**src/rtl/adc_seq_pkg.sv**
```systemverilog
package adc_seq_pkg;

  localparam logic [7:0] CMD_STOPC  = 8'h0F;
  localparam logic [7:0] CMD_RDREG  = 8'h10;
  localparam logic [7:0] CMD_SYNC   = 8'hFC;
  localparam logic [7:0] CMD_WAKE   = 8'hFF;
  localparam logic [7:0] CMD_RDDATA = 8'h01;
  localparam logic [7:0] FILLER     = 8'hFF;

  typedef enum logic [1:0] {K_BYTE, K_WAIT, K_DRDY, K_END} step_kind_t;
  typedef enum logic [1:0] {C_NONE, C_REG, C_CONV} cap_t;

  typedef struct packed {
    step_kind_t  kind;
    logic [7:0]  data;
    cap_t        cap;
    logic [4:0]  slot;
  } step_t;

  // serial clock half period in system cycles, at least 1
  function automatic int calc_half(input longint clk_hz, input longint sclk_hz);
    longint h;
    h = clk_hz / (2 * sclk_hz);
    return (h < 1) ? 1 : int'(h);
  endfunction

  // cycles covering a time in microseconds, rounded up
  function automatic int calc_wait(input longint clk_hz, input int us);
    return int'((clk_hz * longint'(us) + 64'd999_999) / 64'd1_000_000);
  endfunction

  function automatic step_t dump_step(input logic [4:0] idx, input int nreg);
    step_t s;
    s = '{kind: K_END, data: 8'h00, cap: C_NONE, slot: 5'd0};
    if (idx == 5'd0) begin
      s.kind = K_BYTE; s.data = CMD_STOPC;
    end else if (idx == 5'd1) begin
      s.kind = K_BYTE; s.data = CMD_RDREG;
    end else if (idx == 5'd2) begin
      s.kind = K_BYTE; s.data = 8'(nreg - 1);
    end else if (int'(idx) < 3 + nreg) begin
      s.kind = K_BYTE; s.data = FILLER; s.cap = C_REG; s.slot = idx - 5'd3;
    end
    return s;
  endfunction

  function automatic step_t conv_step(input logic [4:0] idx);
    step_t s;
    s = '{kind: K_END, data: 8'h00, cap: C_NONE, slot: 5'd0};
    case (idx)
      5'd0: begin s.kind = K_BYTE; s.data = CMD_SYNC; end
      5'd1: s.kind = K_WAIT;
      5'd2: begin s.kind = K_BYTE; s.data = CMD_WAKE; end
      5'd3: s.kind = K_WAIT;
      5'd4: s.kind = K_DRDY;
      5'd5: begin s.kind = K_BYTE; s.data = CMD_RDDATA; end
      5'd6: s.kind = K_WAIT;
      5'd7, 5'd8, 5'd9: begin s.kind = K_BYTE; s.data = FILLER; s.cap = C_CONV; end
      default: ;
    endcase
    return s;
  endfunction

endpackage

```
**src/rtl/drdy_sync2.sv**
```systemverilog
module drdy_sync2 #(
  parameter bit RST_VAL = 1'b1
) (
  input  logic clk,
  input  logic rst_n,
  input  logic d_i,
  output logic q_o
);
  logic meta_q, sync_q;

  always_ff @(posedge clk or negedge rst_n) begin
    if (!rst_n) begin
      meta_q <= RST_VAL;
      sync_q <= RST_VAL;
    end else begin
      meta_q <= d_i;
      sync_q <= meta_q;
    end
  end

  assign q_o = sync_q;
endmodule

```
**src/rtl/spi_byte_io.sv**
```systemverilog
module spi_byte_io #(
  parameter int HALF           = 36,
  parameter bit SAMPLE_ON_FALL = 1'b1
) (
  input  logic       clk,
  input  logic       rst_n,
  input  logic       go_i,
  input  logic [7:0] tx_i,
  input  logic       miso_i,
  output logic       sclk_o,
  output logic       mosi_o,
  output logic       busy_o,
  output logic       done_o,
  output logic [7:0] rx_o
);
  localparam int HW = (HALF < 2) ? 1 : $clog2(HALF);

  logic [HW-1:0] hcnt;
  logic [3:0]    ph;
  logic          act, sclk_q, mosi_q, done_q;
  logic [7:0]    tx_sh, rx_sh;

  // named events for the checks
  wire half_end   = act && (hcnt == HW'(HALF - 1));
  wire rise_ev    = half_end && !ph[0];
  wire fall_ev    = half_end &&  ph[0];
  wire launch_ev  = SAMPLE_ON_FALL ? rise_ev : fall_ev;
  wire capture_ev = SAMPLE_ON_FALL ? fall_ev : rise_ev;
  wire last_ev    = half_end && (ph == 4'd15);

  always_ff @(posedge clk or negedge rst_n) begin
    if (!rst_n) begin
      hcnt   <= '0;
      ph     <= '0;
      act    <= 1'b0;
      sclk_q <= 1'b0;
      mosi_q <= 1'b0;
      done_q <= 1'b0;
      tx_sh  <= '0;
      rx_sh  <= '0;
    end else begin
      done_q <= 1'b0;
      if (go_i && !act) begin
        act    <= 1'b1;
        hcnt   <= '0;
        ph     <= '0;
        sclk_q <= 1'b0;
        mosi_q <= tx_i[7];
        tx_sh  <= SAMPLE_ON_FALL ? tx_i : {tx_i[6:0], 1'b0};
      end else if (act) begin
        if (half_end) begin
          hcnt   <= '0;
          ph     <= ph + 4'd1;
          sclk_q <= ~sclk_q;
        end else begin
          hcnt <= hcnt + HW'(1);
        end
        if (launch_ev) begin
          mosi_q <= tx_sh[7];
          tx_sh  <= {tx_sh[6:0], 1'b0};
        end
        if (capture_ev) rx_sh <= {rx_sh[6:0], miso_i};
        if (last_ev) begin
          act    <= 1'b0;
          done_q <= 1'b1;
        end
      end
    end
  end

  assign sclk_o = sclk_q;
  assign mosi_o = mosi_q;
  assign busy_o = act;
  assign done_o = done_q;
  assign rx_o   = rx_sh;

  // SCLK moves only at the end of a counted half period
  p_sclk_half_r2: assert property (@(posedge clk) disable iff (!rst_n)
    !$stable(sclk_q) |-> $past(half_end));
  // data moves only on the launch edge once a byte runs
  p_mosi_launch_r3: assert property (@(posedge clk) disable iff (!rst_n)
    ($past(act) && !$past(go_i) && !$stable(mosi_q)) |-> $past(launch_ev));
endmodule

```
**src/rtl/adc_seq_ctrl.sv**
```systemverilog
module adc_seq_ctrl
  import adc_seq_pkg::*;
#(
  parameter longint CLK_HZ         = 125_000_000,
  parameter longint SCLK_HZ        = 1_714_000,
  parameter int     SETTLE_US      = 6,
  parameter int     NREG           = 12,
  parameter bit     SAMPLE_ON_FALL = 1'b1,
  parameter int     DRDY_TO_CYC    = 2_000_000
) (
  input  logic                   clk,
  input  logic                   rst_n,
  input  logic                   start_i,
  input  logic                   op_i,
  output logic                   busy_o,
  output logic                   done_o,
  output logic                   err_o,
  output logic [NREG*8-1:0]      reg_data_o,
  output logic signed [23:0]     conv_data_o,
  output logic                   cs_n_o,
  output logic                   sclk_o,
  output logic                   din_o,
  input  logic                   dout_i,
  input  logic                   drdy_n_i
);
  localparam int HALF     = calc_half(CLK_HZ, SCLK_HZ);
  localparam int WAIT_CYC = calc_wait(CLK_HZ, SETTLE_US);
  localparam int CSH_CYC  = 2 * HALF;
  localparam int MAX_A    = (WAIT_CYC > CSH_CYC) ? WAIT_CYC : CSH_CYC;
  localparam int CNT_MAX  = (DRDY_TO_CYC > MAX_A) ? DRDY_TO_CYC : MAX_A;
  localparam int CW       = $clog2(CNT_MAX + 1);

  typedef enum logic [2:0] {S_IDLE, S_RUN, S_BYTE, S_WAIT, S_DRDY, S_CSH} state_t;

  state_t             state;
  logic               op_q, cs_n_q, err_q, err_out, done_q;
  logic [4:0]         idx;
  logic [CW-1:0]      cnt;
  logic [NREG*8-1:0]  reg_q;
  logic [23:0]        conv_q;
  logic               drdy_s_n;
  logic               eng_busy, eng_done;
  logic [7:0]         eng_rx;
  step_t              cur;

  drdy_sync2 #(.RST_VAL(1'b1)) u_sync (
    .clk(clk), .rst_n(rst_n), .d_i(drdy_n_i), .q_o(drdy_s_n)
  );

  always_comb cur = op_q ? conv_step(idx) : dump_step(idx, NREG);

  // named events for the checks
  wire eng_go      = (state == S_RUN) && (cur.kind == K_BYTE);
  wire rdata_go    = eng_go && op_q && (cur.data == CMD_RDDATA);
  wire drdy_low    = !drdy_s_n;
  wire to_expire   = (state == S_DRDY) && drdy_s_n && (cnt == '0);
  wire seq_done_ev = (state == S_CSH) && (cnt == '0);
  wire accept      = (state == S_IDLE) && start_i;

  spi_byte_io #(.HALF(HALF), .SAMPLE_ON_FALL(SAMPLE_ON_FALL)) u_io (
    .clk(clk), .rst_n(rst_n), .go_i(eng_go), .tx_i(cur.data), .miso_i(dout_i),
    .sclk_o(sclk_o), .mosi_o(din_o), .busy_o(eng_busy), .done_o(eng_done), .rx_o(eng_rx)
  );

  always_ff @(posedge clk or negedge rst_n) begin
    if (!rst_n) begin
      state   <= S_IDLE;
      op_q    <= 1'b0;
      cs_n_q  <= 1'b1;
      err_q   <= 1'b0;
      err_out <= 1'b0;
      done_q  <= 1'b0;
      idx     <= '0;
      cnt     <= '0;
      reg_q   <= '0;
      conv_q  <= '0;
    end else begin
      done_q <= seq_done_ev;
      case (state)
        S_IDLE: if (accept) begin
          op_q    <= op_i;
          idx     <= '0;
          cs_n_q  <= 1'b0;
          err_q   <= 1'b0;
          err_out <= 1'b0;
          state   <= S_RUN;
        end
        S_RUN: case (cur.kind)
          K_BYTE: state <= S_BYTE;
          K_WAIT: begin cnt <= CW'(WAIT_CYC - 1); state <= S_WAIT; end
          K_DRDY: begin cnt <= CW'(DRDY_TO_CYC - 1); state <= S_DRDY; end
          default: begin cs_n_q <= 1'b1; cnt <= CW'(CSH_CYC - 1); state <= S_CSH; end
        endcase
        S_BYTE: if (eng_done) begin
          if (cur.cap == C_REG && int'(cur.slot) < NREG)
            reg_q[int'(cur.slot)*8 +: 8] <= eng_rx;
          else if (cur.cap == C_CONV)
            conv_q <= {conv_q[15:0], eng_rx};
          idx   <= idx + 5'd1;
          state <= S_RUN;
        end
        S_WAIT: if (cnt == '0) begin
          idx   <= idx + 5'd1;
          state <= S_RUN;
        end else cnt <= cnt - CW'(1);
        S_DRDY: if (drdy_low) begin
          idx   <= idx + 5'd1;
          state <= S_RUN;
        end else if (to_expire) begin
          err_q  <= 1'b1;
          cs_n_q <= 1'b1;
          cnt    <= CW'(CSH_CYC - 1);
          state  <= S_CSH;
        end else cnt <= cnt - CW'(1);
        S_CSH: if (seq_done_ev) begin
          err_out <= err_q;
          state   <= S_IDLE;
        end else cnt <= cnt - CW'(1);
        default: state <= S_IDLE;
      endcase
    end
  end

  assign busy_o      = (state != S_IDLE);
  assign done_o      = done_q;
  assign err_o       = err_out;
  assign reg_data_o  = reg_q;
  assign conv_data_o = conv_q;
  assign cs_n_o      = cs_n_q;

  // checker-only counter of consecutive chip-select high cycles
  logic [CW-1:0] csh_seen;
  always_ff @(posedge clk or negedge rst_n) begin
    if (!rst_n) csh_seen <= CW'(CSH_CYC);
    else if (!cs_n_q) csh_seen <= '0;
    else if (csh_seen < CW'(CSH_CYC)) csh_seen <= csh_seen + CW'(1);
  end

  // no clock activity outside the chip-select window
  p_sclk_idle_r2: assert property (@(posedge clk) disable iff (!rst_n)
    cs_n_o |-> !sclk_o);
  // every byte transfer sits inside chip-select low
  p_byte_framed_r4: assert property (@(posedge clk) disable iff (!rst_n)
    eng_busy |-> !cs_n_o);
  // read-data command only after data-ready was seen low
  p_drdy_gate_r7: assert property (@(posedge clk) disable iff (!rst_n)
    rdata_go |-> $past(drdy_low));
  // the error flag rises together with done
  p_err_done_r8: assert property (@(posedge clk) disable iff (!rst_n)
    $rose(err_o) |-> done_o);
  // a request during a script leaves the chosen operation alone
  p_start_ignored_r9: assert property (@(posedge clk) disable iff (!rst_n)
    (busy_o && start_i) |=> $stable(op_q));
  // done lasts one cycle and coincides with busy falling
  p_done_pulse_r10: assert property (@(posedge clk) disable iff (!rst_n)
    done_o |=> !done_o);
  p_done_idle_r10: assert property (@(posedge clk) disable iff (!rst_n)
    done_o |-> (!busy_o && $past(busy_o)));
  // chip-select stays high for the minimum time before a new window
  p_csh_min_r10: assert property (@(posedge clk) disable iff (!rst_n)
    $fell(cs_n_o) |-> (csh_seen >= CW'(CSH_CYC)));
endmodule

```
**config.mk**
```make
export PLATFORM = sky130hd
export DESIGN_NAME = adc_seq_ctrl
export DESIGN_NICKNAME = d
export VERILOG_FILES = /design/src/rtl/adc_seq_pkg.sv /design/src/rtl/drdy_sync2.sv /design/src/rtl/spi_byte_io.sv /design/src/rtl/adc_seq_ctrl.sv
export SDC_FILE = /design/constraint.sdc
export NUM_CORES = 1
export LEC_CHECK = 0
export BUFFER_PORTS_ARGS = -buffer_cell sky130_fd_sc_hd__clkbuf_2
export CORE_ASPECT_RATIO = 0.7
export CORE_MARGIN = 8
export CORE_UTILIZATION = 33
export CTS_CLUSTER_DIAMETER = 80
export DETAILED_ROUTE_END_ITERATION = 6
export PLACE_DENSITY = 0.62
export SYNTH_ARGS = -nofsm -noshare
export SYNTH_HDL_FRONTEND = slang
export SYNTH_HIERARCHICAL = 1
export SYNTH_SLANG_ARGS = --single-unit
```
**constraint.sdc**
```tcl
create_clock -name clk -period 3.8 [get_ports clk]
set_input_delay 0.76 -clock clk [delete_from_list [all_inputs] [get_ports clk]]
set_output_delay 0.76 -clock clk [all_outputs]
set_load 0.01 [all_outputs]
```
# ---- Yosys cells after proc, flatten, opt, wreduce, memory -nomap -nowiden
# Cells that the tools add are included.
# Widths: inputs -> output; s select.
dict set report classes {
  addsub 6
  order_cmp 2
  eq_ne 32
  n_shift 2
  muxes 60
  bitwise 3
  reduce_logical 43
}
# op count
set ops {}
lappend ops {{$bwmux 96} 1}
lappend ops {{$shift 8x33->96 const A} 1}
lappend ops {{$shiftx 8x33->96} 1}
lappend ops {{$mux 21} 4}
lappend ops {{$pmux 21 s4} 1}
lappend ops {{$pmux 21 s3} 1}
lappend ops {{$mux 17} 2}
lappend ops {{$neg 8->33} 1}
lappend ops {{$mux 10} 3}
lappend ops {{$mux 8} 3}
lappend ops {{$pmux 8 s3} 1}
lappend ops {{$logic_not 21->1} 1}
lappend ops {{$mux 7} 3}
lappend ops {{$sub 21x1->21 const B} 1}
lappend ops {{$eq 5x3->1 const B} 4}
lappend ops {{$mux 5} 4}
lappend ops {{$pmux 5 s4} 1}
lappend ops {{$reduce_and 5->1} 4}
lappend ops {{$mux 3} 6}
lappend ops {{$mux 6} 3}
lappend ops {{$ne 2x2->1 const B} 9}
lappend ops {{$pmux 3 s6} 1}
lappend ops {{$mux 1} 17}
lappend ops {{$mux 4} 3}
lappend ops {{37 further kinds} 72}
dict set report word_totals {
  ff_bits 186
  inputBits 6
  output_inout_bits 126
  wordCells 168
}

# ---- Longest topological paths before layout
dict set report logic_depth {
  word_depth 11
  ltp_mapped 15
  mapped_depth_nobuf 13
}

# ---- By module
# The synthesis kept the hierarchy.
# module instances cells_per_inst area_per_inst_um2 seq_area_each_um2
set by_module_without_submodules {}
lappend by_module_without_submodules {adc_seq_ctrl 1 630 7465.9 3854.9}
lappend by_module_without_submodules {spi_byte_io 1 128 1420.1 750.7}
lappend by_module_without_submodules {drdy_sync2 1 2 52.6 52.6}

# ---- Worst setup path before layout
# Ideal clock, no wire load.
dict set report synth_timing {
  kind {register to register}
  startpoint {register idx[0]}
  endpoint {register reg_q[72] (netlist: reg_data_o[72])}
  setup_ns 0.125
  arrival_ns 3.063
  required_time_ns 3.675
  path_slack_ns 0.612
  stages_incl_launch_ff 14
  n_path_buf 1
  period_less_slack_ns 3.188
  cell_sequence {dfrtp_1 -> clkbuf_1 -> inv_1 -> ha_1 -> or3b_4 -> nand2_1 -> nor2_1 -> inv_1 -> ha_1 -> nand2_1 -> nor3_1 -> o21ai_4 -> nor4_4 -> mux2_2}
}
dict set report synth_via {
  elab_chain_cells 9
  elab_cells_between_ends 23
  classes_between {add/sub: 2; order compare: 2; eq/ne: 6; shift: 2; mux: 7; reduce/logical: 4}
}
# element line
set synth_rtl {}
lappend synth_rtl {{start: declaration} adc_seq_ctrl.sv:37} ;# logic [4:0] idx;
lappend synth_rtl {{start signal: assignment} adc_seq_ctrl.sv:99} ;# idx <= idx + 5'd1;
lappend synth_rtl {{start signal: assignment} adc_seq_ctrl.sv:103} ;# idx <= idx + 5'd1;
lappend synth_rtl {{start signal: assignment} adc_seq_ctrl.sv:107} ;# idx <= idx + 5'd1;
lappend synth_rtl {{$sub 5x2->5 / $lt 5x4->1 (equally long branches)} {adc_seq_pkg.sv:42, adc_seq_pkg.sv:41}}
lappend synth_rtl {{$mux 17} adc_seq_pkg.sv:41} ;# end else if (int'(idx) < 3 + nreg) begin
lappend synth_rtl {{$mux 7} adc_seq_pkg.sv:39} ;# end else if (idx == 5'd2) begin
lappend synth_rtl {{$mux 7} adc_seq_pkg.sv:37} ;# end else if (idx == 5'd1) begin
lappend synth_rtl {{$mux 7} adc_seq_pkg.sv:35} ;# if (idx == 5'd0) begin
lappend synth_rtl {{$mux 17 (*)} adc_seq_ctrl.sv:50} ;# always_comb cur = op_q ? conv_step(idx) : dump_step(idx, NREG);
lappend synth_rtl {{$neg 8->33 (tied with other cells)} adc_seq_ctrl.sv:96} ;# reg_q[int'(cur.slot)*8 +: 8] <= eng_rx;
lappend synth_rtl {{$shiftx 8x33->96 (tied with other cells)} adc_seq_ctrl.sv:96}
lappend synth_rtl {{$bwmux 96 / $reduce_and 3->1 (equally long branches)} --}
lappend synth_rtl {{end signal: indexed assignment} adc_seq_ctrl.sv:96}
lappend synth_rtl {{end: declaration} adc_seq_ctrl.sv:39} ;# logic [NREG*8-1:0] reg_q;
# Mark *: on every way between the ends. The rest lies on a longest branch, timed or not.
# A chain may end at the register's enable or synchronous reset.

# ---- Final worst setup path
dict set report layout_timing {
  startpoint {register idx[2]}
  endpoint {register reg_q[81] (netlist: reg_data_o[81])}
}
# Same word-level chain as after synthesis.

==> results.yml <==
routing:
  drtIter0Drc: 410
  drt-pass1-iter-count: 4
  via_count: 6472
  via_per_inst: 5.06
  totalWireLength_mm: 23.0
  drcViolationCount: 0
  detail_route.wl_per_cell_um: 17.9
  ant_nets: 0
placement:
  io_buffers: 131
  post-dp-hpwl_mm: 16.9
  dp_slack_ns: 0.256
  place_congestion: 0.856
floorplan:
  dieArea_um2: 32700
  rows: 50
  core_um2: 26700
  die_x_um: 213
  die_y_um: 154
  ioPinCount: 132
  start_util_pct: 33.5
sta:
  rsz0062_at_grt: "no"
  holdWs_ns: 0.342
  fmax_mhz: 287
  setup_ws_ns: 0.314
  timing.final.crit_share_pct: 91.7
  drv_slew: 0
  slew_headroom_pct: 32.9
  finalSetupViolCount: 0
  fin_skew_ns: 0.0109
  worst_slew_pin_slew_ns: 1.00
  finalHoldViolations: 0
  setup_tns_ns: 0
  period_needed_ns: 3.49
logic_synthesis:
  synthArstFlopShare_pct: 100
  synth_area_leaders: "dfrtp_1 (51%), mux2_2 (15%), o21ai_0 (3.0%)"
  syn_avg_cell_area_um2: 11.8
  syn_area_um2: 8940
  yosysWarnings: 6
  synth_top_area_cell: "dfrtp_1"
  synth_top_area_share_pct: 51.2
  synth-seq-cells: 186
  yosysSeqAreaShare_pct: 52.1
  synth-edff-count: 0
  synthFlopType: "dfrtp_1"
  syn-num-nets: 780
  synthCells: 760
  synth.distinct_cells: 75
finish:
  final_nets: 923
  n_antenna_cell: 0
  area_delta_synth_final_pct: 19.8
  nFillCells: 2592
  multi_input_area_um2: 4040
  regArea_um2: 4660
  utilization_pct: 40.1
  drive_above_1_share_pct: 36.2
worst_setup_path:
  endpoint_kind: "flip-flop"
  start_kind: "flip-flop"
  worst_ep_required_time_ns: 4.11
  critical_path_class: "flip-flop to flip-flop"
  critPathMaxFanout: 11
  arrival_ns: 3.79
clock_network:
  h-tree-depth: 4
  insertion_delay_ns: 0.43
  clockBufferDepth: 2
  ctsHoldBuffers: 0
  cts-root-buf: "clkbuf_16"
  clock_sinks: 186
  clkTransAtPathRegs_ns: 0.07
  cts_tree: "yes"
  numCtsBuffers: 17
power_and_ir_drop:
  p_leak_nw: 5.31
  powerDensity_nw_per_um2: 363
  ir_worst_vdd_mv: 0.266
min_path:
  hold_class: "input pin to asynchronous set/reset pin"
grt:
  grtUsageTotal_pct: 14.2
  overflow: 0
  grt_max_degree: 79
  grt_pass1_wl_mm: 37.0
  grt_pass1_vias: 6420
  antenna_found_initial: 0
flow_run:
  maxCapViolCount: 0
run_status:
  status: "finished, final reports clean"
-- through the flow --
stage,power (mW),cell area (µm²),instances
3_3_place_gp,2.07,10100,1248
3_5_place_dp,2.08,10100,1248
6_report,3.88,10700,1280
5_1_grt,4.04,10700,1280
4_1_cts,3.95,10700,1280
2_1_floorplan,2.02,8940,760
-- placed cells by master, fill, tap and decap left out, types with 6 or more instances in the layout --
cell type  count
a21oi_1       26
a221o_1        7
a31oi_1       12
and2_1        27
buf_4         23
clkbuf_16     17
clkbuf_2     130
dfrtp_1      183
ha_1          14
inv_1         26
mux2_1        10
mux2_2       118
mux2i_1        6
nand2_1       32
nand2b_1       7
nand3_1       13
nor2_1        44
nor2b_1        9
nor3_1        16
nor3_4         6
nor4_1        10
o21ai_0       54
o31ai_1        6
or3_1          7
-- repair_timing --
| item | in CTS | in global routing |
|---|---|---|
| endpoints found under the setup margin | 0 | 8 |
| buffers inserted | 0 | 0 |
| resized for setup | 0 | 1 |
-- critical path, cell delays in order (launching register included) --
cell	delay [ns]
dfrtp_1	0.48
buf_4	0.21
or2_1	0.32
o21ai_2	0.28
nor2_1	0.11
inv_1	0.15
ha_1	0.22
nand2_1	0.06
nor3_1	0.27
o21ai_4	0.19
nor4_4	0.66
mux2_2	0.40
-- cell families after synthesis --
kind of cell    share of synthesized area, %
compound gates                          11.1
simple gates                            14.5
xor+xnor                               0.784
buf+inv                                 2.73
flops                                   52.1
mux                                     16.8
fa+ha+maj                               1.96
-- sequential cells by signal (all words and copies together), names as in the netlist, 3 cells and up --
register	cells
u_io/tx_sh	8
cnt	21
u_io/rx_o	8
reg_data_o	96
conv_data_o	24
idx	5
u_io/hcnt	6
u_io/ph	4
state	3
-- power breakdown --
group	switching, mW	internal [mW]	leakage [nW]	total [mW]
combinational	0.0412	0.00734	2.48	0.0485
sequential	0.00376	1.98	2.54	1.99
clock	0.786	1.06	0.297	1.85
total	0.831	3.05	5.31	3.88
-- final timing paths --
kind / start / to / slack (ns) / cells past startpoint
worst max-delay path: idx[2] / reg_data_o[81] / 0.31 / 11
worst min-delay path: rst_n / cnt[4] / 0.34 / 1
worst max register to register: idx[2] / reg_data_o[81] / 0.31 / 11
worst min register to register: u_sync/meta_q / u_sync/q_o / 0.37 / 0
max in group asynchronous: rst_n / conv_data_o[2] / 2.54 / 2
min in group clk: u_sync/meta_q / u_sync/q_o / 0.37 / 0
-- cell usage after synthesis (3+ instances only) --
cell      number
a21o_1         4
a21oi_1       26
a221o_1        7
a22oi_1        5
a31oi_1       12
a32o_1         3
and2_1        27
and3_1         4
and4b_1        3
buf_2          4
buf_6          3
clkbuf_1      22
dfrtp_1      183
dfstp_2        3
ha_1          14
inv_1         26
mux2_1        10
mux2_2       118
mux2i_1        6
nand2_1       32
nand2b_1       7
nand3_1       13
nand4_1        3
nor2_1        45
nor2b_1        9
nor3_1        16
nor3_4         6
nor3b_1        3
nor4_1        10
o211ai_1       5
o21ai_0       54
o22ai_1        3
o31ai_1        6
or3_1          7
xnor2_1        3
xor2_1         5
-- routing by layer --
layer / up-vias / wire length [µm] / global-route usage, %
met1: 3262 / 12000 / 21.6
li1: 3056 / - / -
met5: - / 0 / 0
met4: 0 / 286 / 4.00
met3: 17 / 1260 / 3.66
met2: 137 / 9460 / 19.4
-- cell type report --
type,instances,share of cell area (%)
clock buffers,20,4.17
clock inverters,12,1.48
inverters,26,0.911
multi-input cells,517,37.7
flip-flops and latches,186,43.5
well taps,364,4.25
repair buffers,155,8.00
No activity file was read; power rests on OpenSTA's default activity.
